### config.mk
export PLATFORM = sky130hd
export DESIGN_NAME = rd_prefetch_master
export DESIGN_NICKNAME = d
export VERILOG_FILES = /design/src/rtl/rdpf_pkg.sv /design/src/rtl/rdpf_cmd_ctrl.sv /design/src/rtl/rdpf_beat_collect.sv /design/src/rtl/rdpf_status.sv /design/src/rtl/rd_prefetch_master.sv
export SDC_FILE = /design/constraint.sdc
export NUM_CORES = 1
export LEC_CHECK = 0
export ABC_CLOCK_PERIOD_IN_PS = 3900
export BUFFER_PORTS_ARGS = -buffer_cell sky130_fd_sc_hd__buf_2
export CAP_MARGIN = 20
export CORE_AREA = 2 2 255 257
export DETAILED_ROUTE_END_ITERATION = 7
export DIE_AREA = 0 0 257 259
export PLACE_DENSITY = 0.64
export SKIP_CTS_REPAIR_TIMING = 1
export SYNTH_ARGS = -nofsm -noshare
export SYNTH_HDL_FRONTEND = slang
export SYNTH_SLANG_ARGS = --single-unit
export TNS_END_PERCENT = 100
### constraint.sdc
create_clock -name clk -period 3.9 [get_ports clk]
set_input_delay 0.39 -clock clk [delete_from_list [all_inputs] [get_ports clk]]
set_output_delay 0.39 -clock clk [all_outputs]
set_load 0.1 [all_outputs]
### src/rtl/rdpf_pkg.sv
package rdpf_pkg;
  typedef enum logic [1:0] {
    SZ_4B  = 2'd0,
    SZ_RSV = 2'd1,
    SZ_32B = 2'd2,
    SZ_64B = 2'd3
  } rd_size_e;

  function automatic int unsigned size_bytes(input rd_size_e s);
    case (s)
      SZ_32B:  return 32;
      SZ_64B:  return 64;
      default: return 4;
    endcase
  endfunction
endpackage

### src/rtl/rdpf_cmd_ctrl.sv
module rdpf_cmd_ctrl
  import rdpf_pkg::*;
#(
  parameter int ADDR_W     = 48,
  parameter int LO_W       = 32,
  parameter int BEAT_BYTES = 4,
  parameter int LEN_W      = 4
) (
  input  logic              clk,
  input  logic              rst_n,
  input  logic              cfg_wr_i,
  input  logic              cfg_auto_i,
  input  logic [1:0]        cfg_size_i,
  input  logic              addr_wr_i,
  input  logic              addr_full_i,
  input  logic [ADDR_W-1:0] addr_i,
  input  logic              pop_i,
  input  logic              data_occ_i,
  input  logic              done_i,
  output logic              req_valid_o,
  input  logic              req_ready_i,
  output logic [ADDR_W-1:0] req_addr_o,
  output logic [LEN_W-1:0]  req_len_o,
  output logic              cmd_occ_o,
  output logic              inflight_o,
  output logic              err_o
);
  logic              auto_q;
  rd_size_e          size_q;
  logic [ADDR_W-1:0] addr_q;
  logic [LEN_W-1:0]  len_q;
  logic              cmd_occ_q, sent_q, err_q;

  logic              size_bad, blocked, man_load, man_err, auto_load;
  logic [ADDR_W-1:0] step_w;
  logic [LEN_W-1:0]  len_w;

  // Size legality is judged against the held configuration.
  assign size_bad  = (size_q == SZ_RSV) || (auto_q && size_q == SZ_4B);
  assign blocked   = cmd_occ_q || data_occ_i;
  assign man_load  = addr_wr_i && !size_bad && !blocked;
  assign man_err   = addr_wr_i && (size_bad || blocked);
  assign auto_load = pop_i && auto_q && !size_bad;

  assign step_w = ADDR_W'(size_bytes(size_q));
  assign len_w  = LEN_W'(size_bytes(size_q) / BEAT_BYTES - 1);

  always_ff @(posedge clk or negedge rst_n) begin
    if (!rst_n) begin
      auto_q    <= 1'b0;
      size_q    <= SZ_4B;
      addr_q    <= '0;
      len_q     <= '0;
      cmd_occ_q <= 1'b0;
      sent_q    <= 1'b0;
      err_q     <= 1'b0;
    end else begin
      err_q <= man_err;
      if (cfg_wr_i) begin
        auto_q <= cfg_auto_i;
        size_q <= rd_size_e'(cfg_size_i);
      end
      if (man_load) begin
        if (addr_full_i) addr_q <= addr_i;
        else             addr_q[LO_W-1:0] <= addr_i[LO_W-1:0];
      end else if (auto_load) begin
        addr_q <= addr_q + step_w;
      end
      if (man_load || auto_load) begin
        cmd_occ_q <= 1'b1;
        sent_q    <= 1'b0;
        len_q     <= len_w;
      end else begin
        if (req_valid_o && req_ready_i) sent_q <= 1'b1;
        if (done_i) begin
          cmd_occ_q <= 1'b0;
          sent_q    <= 1'b0;
        end
      end
    end
  end

  assign req_valid_o = cmd_occ_q && !sent_q;
  assign req_addr_o  = addr_q;
  assign req_len_o   = len_q;
  assign cmd_occ_o   = cmd_occ_q;
  assign inflight_o  = cmd_occ_q && sent_q;
  assign err_o       = err_q;

  p_req_hold_r10: assert property (@(posedge clk) disable iff (!rst_n)
    (req_valid_o && !req_ready_i) |=> (req_valid_o && $stable(req_addr_o) && $stable(req_len_o)));

  p_err_no_load_r8: assert property (@(posedge clk) disable iff (!rst_n)
    err_q |-> ($stable(addr_q) || $past(pop_i)));

  p_done_clears_cmd_r6: assert property (@(posedge clk) disable iff (!rst_n)
    done_i |=> !cmd_occ_q);
endmodule

### src/rtl/rdpf_beat_collect.sv
module rdpf_beat_collect #(
  parameter int BEAT_W    = 32,
  parameter int MAX_BEATS = 16,
  parameter int IDX_W     = 4,
  parameter int DATA_W    = BEAT_W * MAX_BEATS
) (
  input  logic              clk,
  input  logic              rst_n,
  input  logic              collect_i,
  input  logic              rsp_valid_i,
  input  logic [BEAT_W-1:0] rsp_data_i,
  input  logic              rsp_last_i,
  output logic              done_o,
  output logic              data_occ_o,
  output logic              out_valid_o,
  input  logic              out_ready_i,
  output logic [DATA_W-1:0] out_data_o,
  output logic              pop_o
);
  logic [IDX_W-1:0] idx_q;
  logic             occ_q;
  logic             take;

  // Beats count only while a request is in flight and the buffer is free.
  assign take   = rsp_valid_i && collect_i && !occ_q;
  assign done_o = take && rsp_last_i;
  assign pop_o  = occ_q && out_ready_i;

  always_ff @(posedge clk or negedge rst_n) begin
    if (!rst_n) begin
      idx_q <= '0;
      occ_q <= 1'b0;
    end else begin
      if (take) begin
        if (rsp_last_i)                        idx_q <= '0;
        else if (idx_q != IDX_W'(MAX_BEATS-1)) idx_q <= idx_q + 1'b1;
      end
      if (done_o)     occ_q <= 1'b1;
      else if (pop_o) occ_q <= 1'b0;
    end
  end

  for (genvar g = 0; g < MAX_BEATS; g++) begin : g_lane
    logic [BEAT_W-1:0] lane_q;
    always_ff @(posedge clk or negedge rst_n) begin
      if (!rst_n) lane_q <= '0;
      else if (take) begin
        if (idx_q == IDX_W'(g))  lane_q <= rsp_data_i;
        else if (idx_q == '0)    lane_q <= '0;  // first beat wipes the tail
      end
    end
    assign out_data_o[g*BEAT_W +: BEAT_W] = lane_q;
  end

  assign data_occ_o  = occ_q;
  assign out_valid_o = occ_q;

  p_out_hold_r10: assert property (@(posedge clk) disable iff (!rst_n)
    (out_valid_o && !out_ready_i) |=> (out_valid_o && $stable(out_data_o)));

  p_occ_rise_on_last_r7: assert property (@(posedge clk) disable iff (!rst_n)
    $rose(occ_q) |-> $past(rsp_valid_i && rsp_last_i && collect_i));
endmodule

### src/rtl/rdpf_status.sv
module rdpf_status (
  input  logic       clk,
  input  logic       rst_n,
  input  logic       cmd_occ_i,
  input  logic       data_occ_i,
  input  logic       inflight_i,
  output logic [3:0] status_o
);
  assign status_o = {inflight_i, data_occ_i, cmd_occ_i, cmd_occ_i | data_occ_i};

  p_inflight_needs_cmd_r6: assert property (@(posedge clk) disable iff (!rst_n)
    inflight_i |-> cmd_occ_i);

  p_cmd_data_excl_r9: assert property (@(posedge clk) disable iff (!rst_n)
    !(cmd_occ_i && data_occ_i));
endmodule

### src/rtl/rd_prefetch_master.sv
module rd_prefetch_master #(
  parameter int ADDR_W     = 48,
  parameter int LO_W       = 32,
  parameter int BEAT_BYTES = 4,
  parameter int MAX_BYTES  = 64,
  localparam int BEAT_W    = BEAT_BYTES * 8,
  localparam int MAX_BEATS = MAX_BYTES / BEAT_BYTES,
  localparam int LEN_W     = (MAX_BEATS > 1) ? $clog2(MAX_BEATS) : 1,
  localparam int DATA_W    = MAX_BYTES * 8
) (
  input  logic              clk,
  input  logic              rst_n,
  input  logic              cfg_wr,
  input  logic              cfg_auto,
  input  logic [1:0]        cfg_size,
  input  logic              addr_wr,
  input  logic              addr_full,
  input  logic [ADDR_W-1:0] addr_in,
  output logic              rd_valid,
  input  logic              rd_ready,
  output logic [DATA_W-1:0] rd_data,
  output logic [3:0]        rd_status,
  output logic              cmd_err,
  output logic              m_req_valid,
  input  logic              m_req_ready,
  output logic [ADDR_W-1:0] m_req_addr,
  output logic [LEN_W-1:0]  m_req_len,
  input  logic              m_rsp_valid,
  input  logic [BEAT_W-1:0] m_rsp_data,
  input  logic              m_rsp_last
);
  logic pop, done, data_occ, cmd_occ, inflight;

  rdpf_cmd_ctrl #(
    .ADDR_W(ADDR_W), .LO_W(LO_W), .BEAT_BYTES(BEAT_BYTES), .LEN_W(LEN_W)
  ) u_cmd (
    .clk(clk), .rst_n(rst_n),
    .cfg_wr_i(cfg_wr), .cfg_auto_i(cfg_auto), .cfg_size_i(cfg_size),
    .addr_wr_i(addr_wr), .addr_full_i(addr_full), .addr_i(addr_in),
    .pop_i(pop), .data_occ_i(data_occ), .done_i(done),
    .req_valid_o(m_req_valid), .req_ready_i(m_req_ready),
    .req_addr_o(m_req_addr), .req_len_o(m_req_len),
    .cmd_occ_o(cmd_occ), .inflight_o(inflight), .err_o(cmd_err)
  );

  rdpf_beat_collect #(
    .BEAT_W(BEAT_W), .MAX_BEATS(MAX_BEATS), .IDX_W(LEN_W), .DATA_W(DATA_W)
  ) u_collect (
    .clk(clk), .rst_n(rst_n),
    .collect_i(inflight),
    .rsp_valid_i(m_rsp_valid), .rsp_data_i(m_rsp_data), .rsp_last_i(m_rsp_last),
    .done_o(done), .data_occ_o(data_occ),
    .out_valid_o(rd_valid), .out_ready_i(rd_ready), .out_data_o(rd_data),
    .pop_o(pop)
  );

  rdpf_status u_status (
    .clk(clk), .rst_n(rst_n),
    .cmd_occ_i(cmd_occ), .data_occ_i(data_occ), .inflight_i(inflight),
    .status_o(rd_status)
  );
endmodule

==> results_dict.tcl <==
set metrics [dict create \
    wl_per_cell_um 20.64 \
    clock.fmax_mhz 374.8 \
    syn-cell-area_um2 23920 \
    cts_buffers 60 \
    worst_pin_slew_ns 0.9271 \
    drt-vias-per-instance 5.082 \
    hpwlAfterDp_um 59050 \
    yosysSeqAreaShare 0.5995 \
    nNetsFinal 3353 \
    grt_max_degree 98 \
    slew_headroom 0.3792 \
    hp-start "addr_in[23]" \
    dr.pass1.iters 5 \
    fin_worst_skew_ns 0.02281 \
    r2r-start "u_cmd.size_q[1]" \
    hold_class "in -> reg" \
    vias 21138 \
    final_cell_mix "nand2_1 (1024), buf_2 (661), dfrtp_1 (573)" \
    ys_warn_count 0 \
    synthesis.nets 2748 \
    wl_um 85860 \
    hold_viol 0 \
    die_h_um 259 \
    portBuffers 662 \
    ff2ff_setup_slack_ns 1.23 \
    initial_core_util 0.3744 \
    gp_congestion 0.8875 \
    synthFlopType "dfrtp_1" \
    layout_min_cycle_time_ns 2.668 \
    synth_area_per_cell_um2 9.033 \
    ys_ff_latch 573 \
    finalCritPeriodShare 0.6840 \
    rows 93 \
    mostFrequentLayoutCell "nand2_1" \
    multi_input_area_um2 8753 \
    reg2reg_depth 8 \
    status "finished, final reports clean" \
    die_x_um 257 \
    drive_gt1_frac 0.2736 \
    h-tree-depth 2 \
    cts.sinks 573 \
    synth_edf_count 0 \
    drt_iter0_drc 1888 \
    drc 0 \
    syn2layout_area_growth_pct 28.85 \
    start_kind "register" \
    setup_violations 0 \
    clk_path_buf_depth 3 \
    cts_tree "built" \
    gr-usage-all-layers 0.2519 \
    holdPathStages 3 \
    rsz0062_at_grt "false" \
    cap_violations 0 \
    finalMaxSlewViolations 0 \
    setup.worst_path.end_class "register" \
    synth_cells 2648 \
    antenna_found_initial 2 \
    clkTransAtPathRegs_ns 0.06 \
    arrival_ns 3.18 \
    grt_overflow 0 \
    async_reset_ff_frac 1.000 \
    r2r_end "u_cmd.req_addr_o[38]" \
    ioPinCount 663 \
    regArea_um2 14340 \
    synth_cell_types 60 \
    holdPathEnd "u_cmd.req_addr_o[23]" \
    dieArea_um2 66560 \
    grt_pass1_wl_um 128800 \
    num-fill-cells 6024 \
    root_buffer "clkbuf_16" \
    required_ns 4.41 \
    critPathMaxFanout 5 \
    coreArea_um2 63880 \
    num_antenna_cells 0 \
    setup-tns-final_ns 0 \
    criticalPathCategory "reg -> reg" \
    clock_latency_ns 0.63 \
    grt_pass1_vias 20184 \
    drtAntennaViolNets 0 \
]
==> worst max-delay path, stage by stage (launching register included) <==
cell	delay (ns)
dfrtp_1	0.42
inv_1	0.14
nor2_1	0.08
ha_1	0.36
nand4_1	0.24
a211oi_1	0.69
nand4_1	0.21
mux2i_1	0.16
a221o_1	0.26
==> how the worst max path moves through the flow <==
stage / slack (ns) / endpoint / startpoint / depth (start not counted)
6_report: 1.23 / u_cmd.req_addr_o[38] / u_cmd.size_q[1] / 8
2_1_floorplan: 1.10 / u_cmd.req_addr_o[25] / u_cmd.req_addr_o[6] / 7
3_3_place_gp: 1.35 / u_cmd.req_addr_o[31] / u_cmd.size_q[0] / 8
4_1_cts: 1.28 / u_cmd.req_addr_o[31] / u_cmd.size_q[1] / 8
3_5_place_dp: 1.28 / u_cmd.req_addr_o[31] / u_cmd.size_q[1] / 8
5_1_grt: 1.08 / u_collect.g_lane[11].lane_q[27] / u_collect.idx_q[0] / 9
==> metrics by stage <==
stage	std cells	util	hold slack (ns)	setup slack, ns	area, µm²
after detailed placement	4017	0.4420	0.4499	1.279	28240
after CTS	4130	0.4778	-0.1599	1.278	30520
final	4159	0.4825	0.005074	1.232	30820
after global placement	4017	0.4420	0.4452	1.353	28240
after floorplan	2648	-	0.09441	1.102	23920
after global routing	4159	0.4825	0.006154	1.082	30820
==> flip-flops by register name, indices dropped and copies added (netlist names) <==
name                     flops
u_cmd.cmd_occ_o              1
u_cmd.req_addr_o            48
u_cmd.sent_q                 1
u_cmd.auto_q                 1
u_cmd.req_len_o              2
u_collect.data_occ_o         1
u_cmd.err_o                  1
u_collect.g_lane.lane_q    512
u_cmd.size_q                 2
u_collect.idx_q              4
==> cell families (layout without fill, tap and decap cells) <==
logic type	after synthesis	after routing	share of synthesized area
mux	43	43	0.01988
simple gates	1286	1286	0.2222
flops	573	573	0.5995
xor+xnor	9	9	0.003295
fa+ha+maj	8	8	0.004185
buf+inv	233	889	0.03829
compound gates	496	496	0.1127
==> routing by layer <==
layer  GRT usage  up-vias  part of all wire
li1            -     9959                 -
met1      0.3147    10116              0.39
met2      0.4150      846              0.48
met3     0.05390      215             0.074
met4      0.1255        2             0.056
met5           0        -           0.00013
==> synth_stat cells (all sizes together), types with 5 or more instances <==
library cell	count	area share
buf	32	0.0067
nor4	11	0.0039
nor3	12	0.0029
and3	13	0.0034
nand4	29	0.0078
a21oi	17	0.0036
dfrtp	573	0.60
and4	6	0.0022
a22oi	5	0.0016
o211ai	7	0.0022
o22ai	9	0.0024
clkbuf	185	0.029
mux2i	7	0.0029
mux2	36	0.017
and2	8	0.0021
ha	8	0.0042
o21ai	414	0.087
nand2	1025	0.16
nand3	123	0.026
a221o	6	0.0025
a31oi	5	0.0013
nor2	37	0.0058
xor2	5	0.0018
inv	16	0.0025
nor3b	5	0.0016
==> layout make-up <==
type / instances / area share
Clock inverter: 30 / 0.01701
Sequential cell: 573 / 0.4652
Tap cell: 855 / 0.03471
Inverter: 16 / 0.001949
Multi-Input combinational cell: 1842 / 0.2840
Timing Repair Buffer: 760 / 0.1401
Clock buffer: 83 / 0.05704
Power is not shown: default switching activity piles up to over one toggle a cycle in this logic, so the estimate is an artifact.
